[config.mk]
export PLATFORM = sky130hd
export DESIGN_NAME = async_char_stripper
export DESIGN_NICKNAME = d
export VERILOG_FILES = /design/src/rtl/acs_pkg.sv /design/src/rtl/acs_sync.sv /design/src/rtl/acs_rx_fsm.sv /design/src/rtl/acs_break_det.sv /design/src/rtl/acs_classify.sv /design/src/rtl/async_char_stripper.sv
export SDC_FILE = /design/constraint.sdc
export NUM_CORES = 1
export LEC_CHECK = 0
export CORE_UTILIZATION = 55
export CTS_CLUSTER_SIZE = 25
export DETAILED_ROUTE_END_ITERATION = 7
export MAX_ROUTING_LAYER = met4
export PLACE_DENSITY = 0.8
export SETUP_SLACK_MARGIN = 0.02
export SLEW_MARGIN = 20
export SYNTH_ARGS = -nofsm -noshare
export SYNTH_HDL_FRONTEND = slang
export SYNTH_SLANG_ARGS = --single-unit
[constraint.sdc]
create_clock -name clk_i -period 1.8 [get_ports clk_i]
set_input_delay 0.18 -clock clk_i [delete_from_list [all_inputs] [get_ports clk_i]]
set_output_delay 0.18 -clock clk_i [all_outputs]
set_load 0.02 [all_outputs]
[src/rtl/acs_pkg.sv]
package acs_pkg;
  typedef enum logic [1:0] {
    RX_IDLE,
    RX_START,
    RX_DATA,
    RX_STOP
  } rx_state_e;
endpackage

[src/rtl/acs_sync.sv]
module acs_sync #(
  parameter int STAGES = 2
) (
  input  logic clk_i,
  input  logic rst_ni,
  input  logic d_i,
  output logic q_o
);
  logic [STAGES-1:0] sr_q;

  always_ff @(posedge clk_i or negedge rst_ni) begin
    if (!rst_ni) sr_q <= '1;
    else         sr_q <= {sr_q[STAGES-2:0], d_i};
  end

  assign q_o = sr_q[STAGES-1];
endmodule

[src/rtl/acs_rx_fsm.sv]
module acs_rx_fsm
  import acs_pkg::*;
#(
  parameter int OVS    = 16,
  parameter int WORD_W = 9
) (
  input  logic              clk_i,
  input  logic              rst_ni,
  input  logic              tick_i,
  input  logic              rxd_i,
  input  logic              len9_i,
  input  logic              hold_i,
  output logic              done_o,
  output logic              stop_o,
  output logic [WORD_W-1:0] data_o,
  output logic              len9_q_o
);
  localparam int CW      = $clog2(OVS);
  localparam int BW      = $clog2(WORD_W);
  // first START tick is sample 2 of the start bit
  localparam int MID_CNT = OVS/2 - 2;

  rx_state_e         st_q;
  logic [CW-1:0]     cnt_q;
  logic [BW-1:0]     bidx_q;
  logic [WORD_W-1:0] sh_q;
  logic              len9_q;
  logic              stop_q;
  logic              done_q;
  logic [BW-1:0]     last_idx;

  assign last_idx = len9_q ? BW'(WORD_W-1) : BW'(WORD_W-2);

  always_ff @(posedge clk_i or negedge rst_ni) begin
    if (!rst_ni) begin
      st_q   <= RX_IDLE;
      cnt_q  <= '0;
      bidx_q <= '0;
      sh_q   <= '0;
      len9_q <= 1'b0;
      stop_q <= 1'b1;
      done_q <= 1'b0;
    end else begin
      done_q <= 1'b0;
      if (tick_i) begin
        unique case (st_q)
          RX_IDLE: begin
            if (!hold_i && !rxd_i) begin
              st_q  <= RX_START;
              cnt_q <= '0;
            end
          end
          RX_START: begin
            if (cnt_q == CW'(MID_CNT)) begin
              if (rxd_i) begin
                st_q <= RX_IDLE;
              end else begin
                st_q   <= RX_DATA;
                cnt_q  <= '0;
                bidx_q <= '0;
                sh_q   <= '0;
                len9_q <= len9_i;
              end
            end else begin
              cnt_q <= cnt_q + 1'b1;
            end
          end
          RX_DATA: begin
            if (cnt_q == CW'(OVS-1)) begin
              cnt_q <= '0;
              sh_q  <= {rxd_i, sh_q[WORD_W-1:1]};
              if (bidx_q == last_idx) st_q <= RX_STOP;
              else                    bidx_q <= bidx_q + 1'b1;
            end else begin
              cnt_q <= cnt_q + 1'b1;
            end
          end
          RX_STOP: begin
            if (cnt_q == CW'(OVS-1)) begin
              cnt_q  <= '0;
              st_q   <= RX_IDLE;
              stop_q <= rxd_i;
              done_q <= 1'b1;
            end else begin
              cnt_q <= cnt_q + 1'b1;
            end
          end
          default: st_q <= RX_IDLE;
        endcase
      end
    end
  end

  // short words land in the upper bits of the shift register
  assign data_o   = len9_q ? sh_q : {1'b0, sh_q[WORD_W-1:1]};
  assign done_o   = done_q;
  assign stop_o   = stop_q;
  assign len9_q_o = len9_q;
endmodule

[src/rtl/acs_break_det.sv]
module acs_break_det #(
  parameter int OVS = 16
) (
  input  logic clk_i,
  input  logic rst_ni,
  input  logic tick_i,
  input  logic rxd_i,
  input  logic set_i,
  output logic brk_o
);
  localparam int CW = $clog2(OVS);

  logic          brk_q;
  logic [CW-1:0] hcnt_q;

  always_ff @(posedge clk_i or negedge rst_ni) begin
    if (!rst_ni) begin
      brk_q  <= 1'b0;
      hcnt_q <= '0;
    end else if (set_i) begin
      brk_q  <= 1'b1;
      hcnt_q <= '0;
    end else if (brk_q && tick_i) begin
      if (!rxd_i) begin
        hcnt_q <= '0;
      end else if (hcnt_q == CW'(OVS-1)) begin
        brk_q  <= 1'b0;
        hcnt_q <= '0;
      end else begin
        hcnt_q <= hcnt_q + 1'b1;
      end
    end
  end

  assign brk_o = brk_q;
endmodule

[src/rtl/acs_classify.sv]
module acs_classify #(
  parameter int WORD_W = 9
) (
  input  logic              clk_i,
  input  logic              rst_ni,
  input  logic              done_i,
  input  logic              stop_i,
  input  logic [WORD_W-1:0] data_i,
  input  logic              full_i,
  output logic              wr_o,
  output logic [WORD_W-1:0] wr_data_o,
  output logic              ovr_o,
  output logic              ferr_o,
  output logic              brk_set_o
);
  logic zero;
  logic wr_q, ovr_q, ferr_q;
  logic [WORD_W-1:0] data_q;

  assign zero      = (data_i == '0);
  assign brk_set_o = done_i && !stop_i && zero;

  always_ff @(posedge clk_i or negedge rst_ni) begin
    if (!rst_ni) begin
      wr_q   <= 1'b0;
      ovr_q  <= 1'b0;
      ferr_q <= 1'b0;
      data_q <= '0;
    end else begin
      wr_q   <= done_i && stop_i && !full_i;
      ovr_q  <= done_i && stop_i && full_i;
      ferr_q <= done_i && !stop_i && !zero;
      if (done_i && stop_i && !full_i) data_q <= data_i;
    end
  end

  assign wr_o      = wr_q;
  assign wr_data_o = data_q;
  assign ovr_o     = ovr_q;
  assign ferr_o    = ferr_q;
endmodule

[src/rtl/async_char_stripper.sv]
module async_char_stripper #(
  parameter int OVS         = 16,
  parameter int WORD_W      = 9,
  parameter int SYNC_STAGES = 2
) (
  input  logic              clk_i,
  input  logic              rst_ni,
  input  logic              tick16_i,
  input  logic              rxd_i,
  input  logic              len9_i,
  input  logic              fifo_full_i,
  output logic              wr_o,
  output logic [WORD_W-1:0] wr_data_o,
  output logic              overrun_o,
  output logic              frame_err_o,
  output logic              break_o
);
  logic              rxd_s;
  logic              done;
  logic              stop_bit;
  logic [WORD_W-1:0] word;
  logic              len9_q;
  logic              brk_set;

  acs_sync #(.STAGES(SYNC_STAGES)) u_sync (
    .clk_i (clk_i),
    .rst_ni(rst_ni),
    .d_i   (rxd_i),
    .q_o   (rxd_s)
  );

  acs_rx_fsm #(.OVS(OVS), .WORD_W(WORD_W)) u_fsm (
    .clk_i   (clk_i),
    .rst_ni  (rst_ni),
    .tick_i  (tick16_i),
    .rxd_i   (rxd_s),
    .len9_i  (len9_i),
    .hold_i  (break_o),
    .done_o  (done),
    .stop_o  (stop_bit),
    .data_o  (word),
    .len9_q_o(len9_q)
  );

  acs_classify #(.WORD_W(WORD_W)) u_cls (
    .clk_i    (clk_i),
    .rst_ni   (rst_ni),
    .done_i   (done),
    .stop_i   (stop_bit),
    .data_i   (word),
    .full_i   (fifo_full_i),
    .wr_o     (wr_o),
    .wr_data_o(wr_data_o),
    .ovr_o    (overrun_o),
    .ferr_o   (frame_err_o),
    .brk_set_o(brk_set)
  );

  acs_break_det #(.OVS(OVS)) u_brk (
    .clk_i (clk_i),
    .rst_ni(rst_ni),
    .tick_i(tick16_i),
    .rxd_i (rxd_s),
    .set_i (brk_set),
    .brk_o (break_o)
  );
endmodule

# Word level (Yosys, flattened, before mapping)
# Cells that the tools add are included.
dict set report word_totals {
  regBits 41
  output_inout_bits 13
  wordCells 93
}
dict set report classes {
  addsub 3
  n_eq_ne 15
  n_mux 33
  n_bitwise 1
  n_reduce_logical 27
}
# op count
set op_table {}
lappend op_table {{two-way mux 4 bit} 12}
lappend op_table {{two-way mux 9 bit} 4}
lappend op_table {{one-hot mux 9 bit (2 select lines)} 1}
lappend op_table {{adder 4 x 1 -> 4 bit (second input constant)} 3}
lappend op_table {{two-way mux 2 bit} 6}
lappend op_table {{one-hot mux 4 bit (3 select lines)} 1}
lappend op_table {{AND reduction 6 bit} 2}
lappend op_table {{inequality test 2 x 1 -> 1 bit (second input constant)} 5}
lappend op_table {{zero test 9 bit} 1}
lappend op_table {{AND reduction 3 bit} 3}
lappend op_table {{== test 4 bit (second input constant)} 2}
lappend op_table {{logical AND 1 bit} 8}
lappend op_table {{one-hot mux 2 bit (4 select lines)} 1}
lappend op_table {{one-hot mux 4 bit (2 select lines)} 1}
lappend op_table {{nonzero test 2 bit} 4}
lappend op_table {{two-way mux 1 bit} 7}
lappend op_table {{zero test 1 bit} 5}
lappend op_table {{AND reduction 5 bit} 1}
lappend op_table {{== test 2 bit (second input constant)} 2}
lappend op_table {{== test 4 x 3 -> 1 bit (second input constant)} 1}
lappend op_table {{== test 4 bit} 1}
lappend op_table {{inequality test 2 bit (second input constant)} 2}
lappend op_table {{AND reduction 4 bit} 1}
lappend op_table {{inequality test 3 bit (second input constant)} 1}
lappend op_table {{other kinds (4)} 4}

# Logic depth before layout (Yosys ltp)
dict set report depth {
  word_depth 5
  ltp_mapped 7
}

# Hierarchy
# From an unflattened synthesis, not the netlist that was laid out.
dict set report unflattened {
  cells_unflattened 176
  area_unflattened_um2 2079.5
}
# mod instances cells_each area_each_um2 seq_area_each_um2
set by_module_without_submodules {}
lappend by_module_without_submodules {acs_rx_fsm 1 116 1261.2 551.8}
lappend by_module_without_submodules {acs_classify 1 32 510.5 300.3}
lappend by_module_without_submodules {acs_break_det 1 26 255.2 125.1}
lappend by_module_without_submodules {acs_sync 1 2 52.6 52.6}

# Worst setup path after synthesis
# OpenSTA, ideal clock, no wires.
dict set report synth_path {
  kind {flip-flop to flip-flop}
  from {register u_fsm.cnt_q[0]}
  to {register u_fsm.len9_q, in the netlist u_fsm.len9_q_o}
  setup_time_ns 0.125
  arrival_time_ns 1.467
  required_time_ns 1.675
  path_slack_ns 0.208
  path_stages_with_launch 6
  path_buffers 0
  path_cell_list {dfrtp_1 inv_1 ha_1 nand4bb_1 or3_4 mux2_4}
}
dict set report synth_via {
  elab_chain_len 2
}
# item line
set synth_rtl {}
lappend synth_rtl {{from (decl)} acs_rx_fsm.sv:24} ;# logic [CW-1:0] cnt_q;
lappend synth_rtl {{from (signal assigned)} acs_rx_fsm.sv:65} ;# cnt_q <= cnt_q + 1'b1;
lappend synth_rtl {{from (signal assigned)} acs_rx_fsm.sv:75} ;# cnt_q <= cnt_q + 1'b1;
lappend synth_rtl {{from (signal assigned)} acs_rx_fsm.sv:85} ;# cnt_q <= cnt_q + 1'b1;
lappend synth_rtl {{== test 4 x 3 -> 1 bit} acs_rx_fsm.sv:54} ;# if (cnt_q == CW'(MID_CNT)) begin
lappend synth_rtl {{AND reduction 4 bit (no line)} n/a}
lappend synth_rtl {{to (signal assigned)} acs_rx_fsm.sv:62} ;# len9_q <= len9_i;
lappend synth_rtl {{to (decl)} acs_rx_fsm.sv:27} ;# logic len9_q;
# Every way passes these cells.
# A chain may end at the register's enable or synchronous reset.

# Final worst setup path
# Ends and elaborated chain as after synthesis.

==> impl_results.md <==
- Worst hold slack after final layout: 0.2317 ns
- Number of flip-flops and latches in the synthesized netlist: 41
- Max clock buf depth: 2
- Cts bufs inserted: 5
- Initial antenna violation count: 0
- Final ANT Viol Nets: 0
- Maximum resistive drop on vdd: approximately 500 uV
- Port Buffer Count: 18
- Endpoint with the worst hold slack: u_sync.sr_q[0]$_DFF_PN1_
- Number of detailed-routing iterations run before antenna repair: 4
- Final-layout fill cell count: 272
- Initial DRC count: 66
- Pwr Density: roughly 950 nW/um2
- Worst rel slew slack: 67.17%
- DRC: 0
- Final weighted congestion of routability-driven global placement: between 0.8 and 0.9
- Cells along the critical path: inv_1, ha_2, nand4bb_1, or3_4, mux2_4
- Worst setup EP type: flop
- Area delta synth->final: 17.21%
- Main synth FF type: sky130_fd_sc_hd__dfrtp_1
- Run status: finished, final reports clean
- Synthesized Nets: between 200 and 250
- Slew Limit Fails: 0
- Clock insertion delay at the later pin of the skew report: about 0.35 ns
- Number of flops mapped to enable cells by yosys: 0
- Part of the cycle the worst path needs: 92.64%
- Highest clock frequency the design can meet: ~0.6 GHz
- Minimum period implied by the final worst setup slack: around 1.7 ns
- Number of synthesis warnings: 0
- Arrival time reported for the critical path endpoint: approximately 1.9 ns
- Initial Util: 58.53%
- Depth of the worst register-to-register path: 5
- Hold path startpoint: rxd_i
- Number of standard-cell rows in the floorplan: 21
- Element type at the critical path start: flop
- Share of synthesized registers carrying an async set or reset: 100.0%
- Worst hold stages: 1
- WL final: 3747 um
- Kind of critical path: reg -> reg
- Final global-route overflow total: 0
- Syn Std Cell Area: ~2000 um2
- Io pins: 19
- CTS sink cnt: slightly above 40
- Setup repair after global routing missed its margin: true
- Largest net degree at the start of global routing: 42
- Largest fanout of any net on the critical path: 5
- Post-Route Skew: a little over 0.01 ns
- Endpoints failing setup: 0
- Post-DP HPWL: approximately 2700 um
- Height of the chip: approximately 62 um
- Wire length per cell after detailed routing: between 10 and 15 um
- Final layout net count: 237
- Die ar.: 3881 um2
- Count of max-cap constraint violations: 0
- Total global routing track utilization: 22.80%
- Path category of the worst min-delay check: in -> reg
- Fraction of final layout cells with drive strength greater than 1: about 11%
- Setup_tns: 0 ns
- Startpoint of the lowest-slack register-to-register path: u_fsm.cnt_q[0]$_DFFE_PN0P_
- Gate count after technology mapping: around 200
- Static leakage: 0.001145 uW
- CTS clock-pin slew for the worst setup and hold paths: ~0.11 ns
- Vias in the first global route: 1513
- Detailed-route vias per instance: 5.675
- Register area share after synthesis: 51.50%
- Average size of a mapped cell: 10.05 um2
- Post-synthesis cell type count: between 40 and 50
- Worst EP required: approximately 2 ns
- Biggest cell delay along the critical path: roughly 0.43 ns
- Worst Max-Slew Pin Slew: ~0.49 ns
- Cell with the largest stage delay on the worst path: sky130_fd_sc_hd__dfrtp_1
- Total number of H-tree levels: 2
- Minimum setup slack among reg-to-reg paths: roughly 0.13 ns
- Diodes inserted: 0
- Placeable core region: 3416 um2
- Clock tree root driver cell: sky130_fd_sc_hd__clkbuf_4
- X dimension of the die: slightly above 60 um
- Final Hold Vio Count: 0
- Endpoint of the most critical register-to-register path: u_fsm.len9_q_o$_DFFE_PN0P_
- Vias after detailed routing: between 1500 and 2000
- First-pass GRT wire length: between 6000 and 7000 um
- TritonCTS clock tree: done
## worst max-delay path: cells and delay by family, from the launching register on
kind / cells / cell delay (ns)
adders and majority gates: 1 / 0.17
buffers and inverters: 1 / 0.08
DFF: 1 / 0.43
muxes: 1 / 0.31
and+or+nand+nor: 2 / 0.57
## final cells by class
class	count	area, um2	share of cell area [%]
clock buffers	8	58.81	2.509
inverters	10	37.54	1.602
multi-input cells	142	913.4	38.97
flip-flops and latches	41	1030	43.94
well taps	46	57.56	2.456
repair buffers	27	246.5	10.52
## kinds of logic (layout without fill, tap and decap cells)
kind of cell | after synthesis | after routing | share of synthesized area, %
AOI/OAI and AO/OA | 39 | 39 | 11.95
and+or+nand+nor | 80 | 80 | 20.96
DFF | 41 | 41 | 51.50
adders and majority gates | 4 | 4 | 2.503
buffers and inverters | 16 | 45 | 3.254
muxes | 19 | 19 | 9.824
## worst max path at each step
stage / end / cells after the start / from / slack [ns]
after floorplan: u_fsm.len9_q_o$_DFFE_PN0P_ / 5 / u_fsm.cnt_q[0]$_DFFE_PN0P_ / 0.21
after global placement: u_fsm.cnt_q[3]$_DFFE_PN0P_ / 7 / u_fsm.cnt_q[0]$_DFFE_PN0P_ / 0.18
after detailed placement: u_fsm.cnt_q[3]$_DFFE_PN0P_ / 7 / u_fsm.cnt_q[0]$_DFFE_PN0P_ / 0.14
after CTS: u_fsm.bidx_q[2]$_DFFE_PN0P_ / 5 / u_fsm.cnt_q[0]$_DFFE_PN0P_ / 0.1
after global routing: u_fsm.bidx_q[2]$_DFFE_PN0P_ / 5 / u_fsm.cnt_q[0]$_DFFE_PN0P_ / 0.01
final: u_fsm.len9_q_o$_DFFE_PN0P_ / 5 / u_fsm.cnt_q[0]$_DFFE_PN0P_ / 0.13
## placed cells by master (no fill, tap or decap), types with 4 or more instances in the layout
master	n
sky130_fd_sc_hd__nor2_1	8
sky130_fd_sc_hd__and3_1	5
sky130_fd_sc_hd__nand3_1	6
sky130_fd_sc_hd__mux2i_1	17
sky130_fd_sc_hd__clkdlybuf4s50_1	17
sky130_fd_sc_hd__nand2_1	36
sky130_fd_sc_hd__clkbuf_4	5
sky130_fd_sc_hd__inv_1	10
sky130_fd_sc_hd__o21ai_0	17
sky130_fd_sc_hd__dfrtp_1	38
sky130_fd_sc_hd__a21oi_1	4
sky130_fd_sc_hd__buf_4	6
## stage by stage
step / cell area, um2 / util (%) / instances / total power, uW / worst slack [ns]
after floorplan: 1999 / - / 199 / 1582 / 0.2083
after global placement: 2257 / 66.08 / 264 / 1711 / 0.1792
after detailed placement: 2257 / 66.08 / 264 / 1751 / 0.1369
after CTS: 2326 / 68.10 / 273 / 2237 / 0.09567
after global routing: 2344 / 68.61 / 274 / 2375 / 0.009919
final: 2344 / 68.61 / 274 / 2229 / 0.1326
## sequential cells by signal, summed over array words and instances, names as in the netlist, named ones only
register         cells
u_fsm.done_o         1
u_fsm.len9_q_o       1
u_brk.hcnt_q         4
u_fsm.st_q           1
u_fsm.sh_q           9
u_brk.brk_o          1
u_cls.ovr_o          1
u_sync.sr_q          2
u_cls.wr_o           1
u_fsm.stop_o         1
u_fsm.bidx_q         4
u_cls.ferr_o         1
u_fsm.cnt_q          4
u_cls.wr_data_o      9
## cell usage after synthesis (all sizes together) (2+ instances only)
library cell | number | share of area [%]
o21ai | 19 | 4.8
and2 | 2 | 0.63
dfstp | 3 | 3.9
clkbuf | 4 | 0.75
nand3 | 6 | 1.5
mux2 | 2 | 1.3
nor3b | 4 | 1.8
nand4 | 3 | 0.94
nor2 | 8 | 1.5
dfrtp | 38 | 48
ha | 4 | 2.5
inv | 10 | 1.9
nand2 | 36 | 6.8
a22o | 2 | 0.88
buf | 2 | 0.63
a21o | 3 | 1.1
or4 | 2 | 0.75
o31ai | 3 | 1.1
and3 | 6 | 1.9
a21boi | 3 | 1.1
nor4 | 2 | 0.63
mux2i | 17 | 8.5
a21oi | 4 | 1.0
## layer usage
metal | global-route usage (%) | wire (um) | up-vias
met5 | - | 0 | -
met4 | 10.47 | 91 | 0
met3 | 4.596 | 147 | 11
met2 | 37.64 | 1865 | 40
met1 | 26.89 | 1643 | 744
li1 | - | - | 760
## what timing repair did
action | 4_1_cts | 5_1_grt
hold buffers | 1 | 0
setup endpoints to repair | 0 | 8
endpoints found under the hold margin | 38 | 0
gates resized for setup | 0 | 4
setup buffers | 0 | 0
## where the power goes
group | total [uW] | internal (uW) | leakage, uW | switching (uW)
clock | 475 | 193 | 0.0000326 | 282
combinational | 462 | 225 | 0.000603 | 237
sequential | 1290 | 1080 | 0.000510 | 215
(Power assumes the default switching activity.)
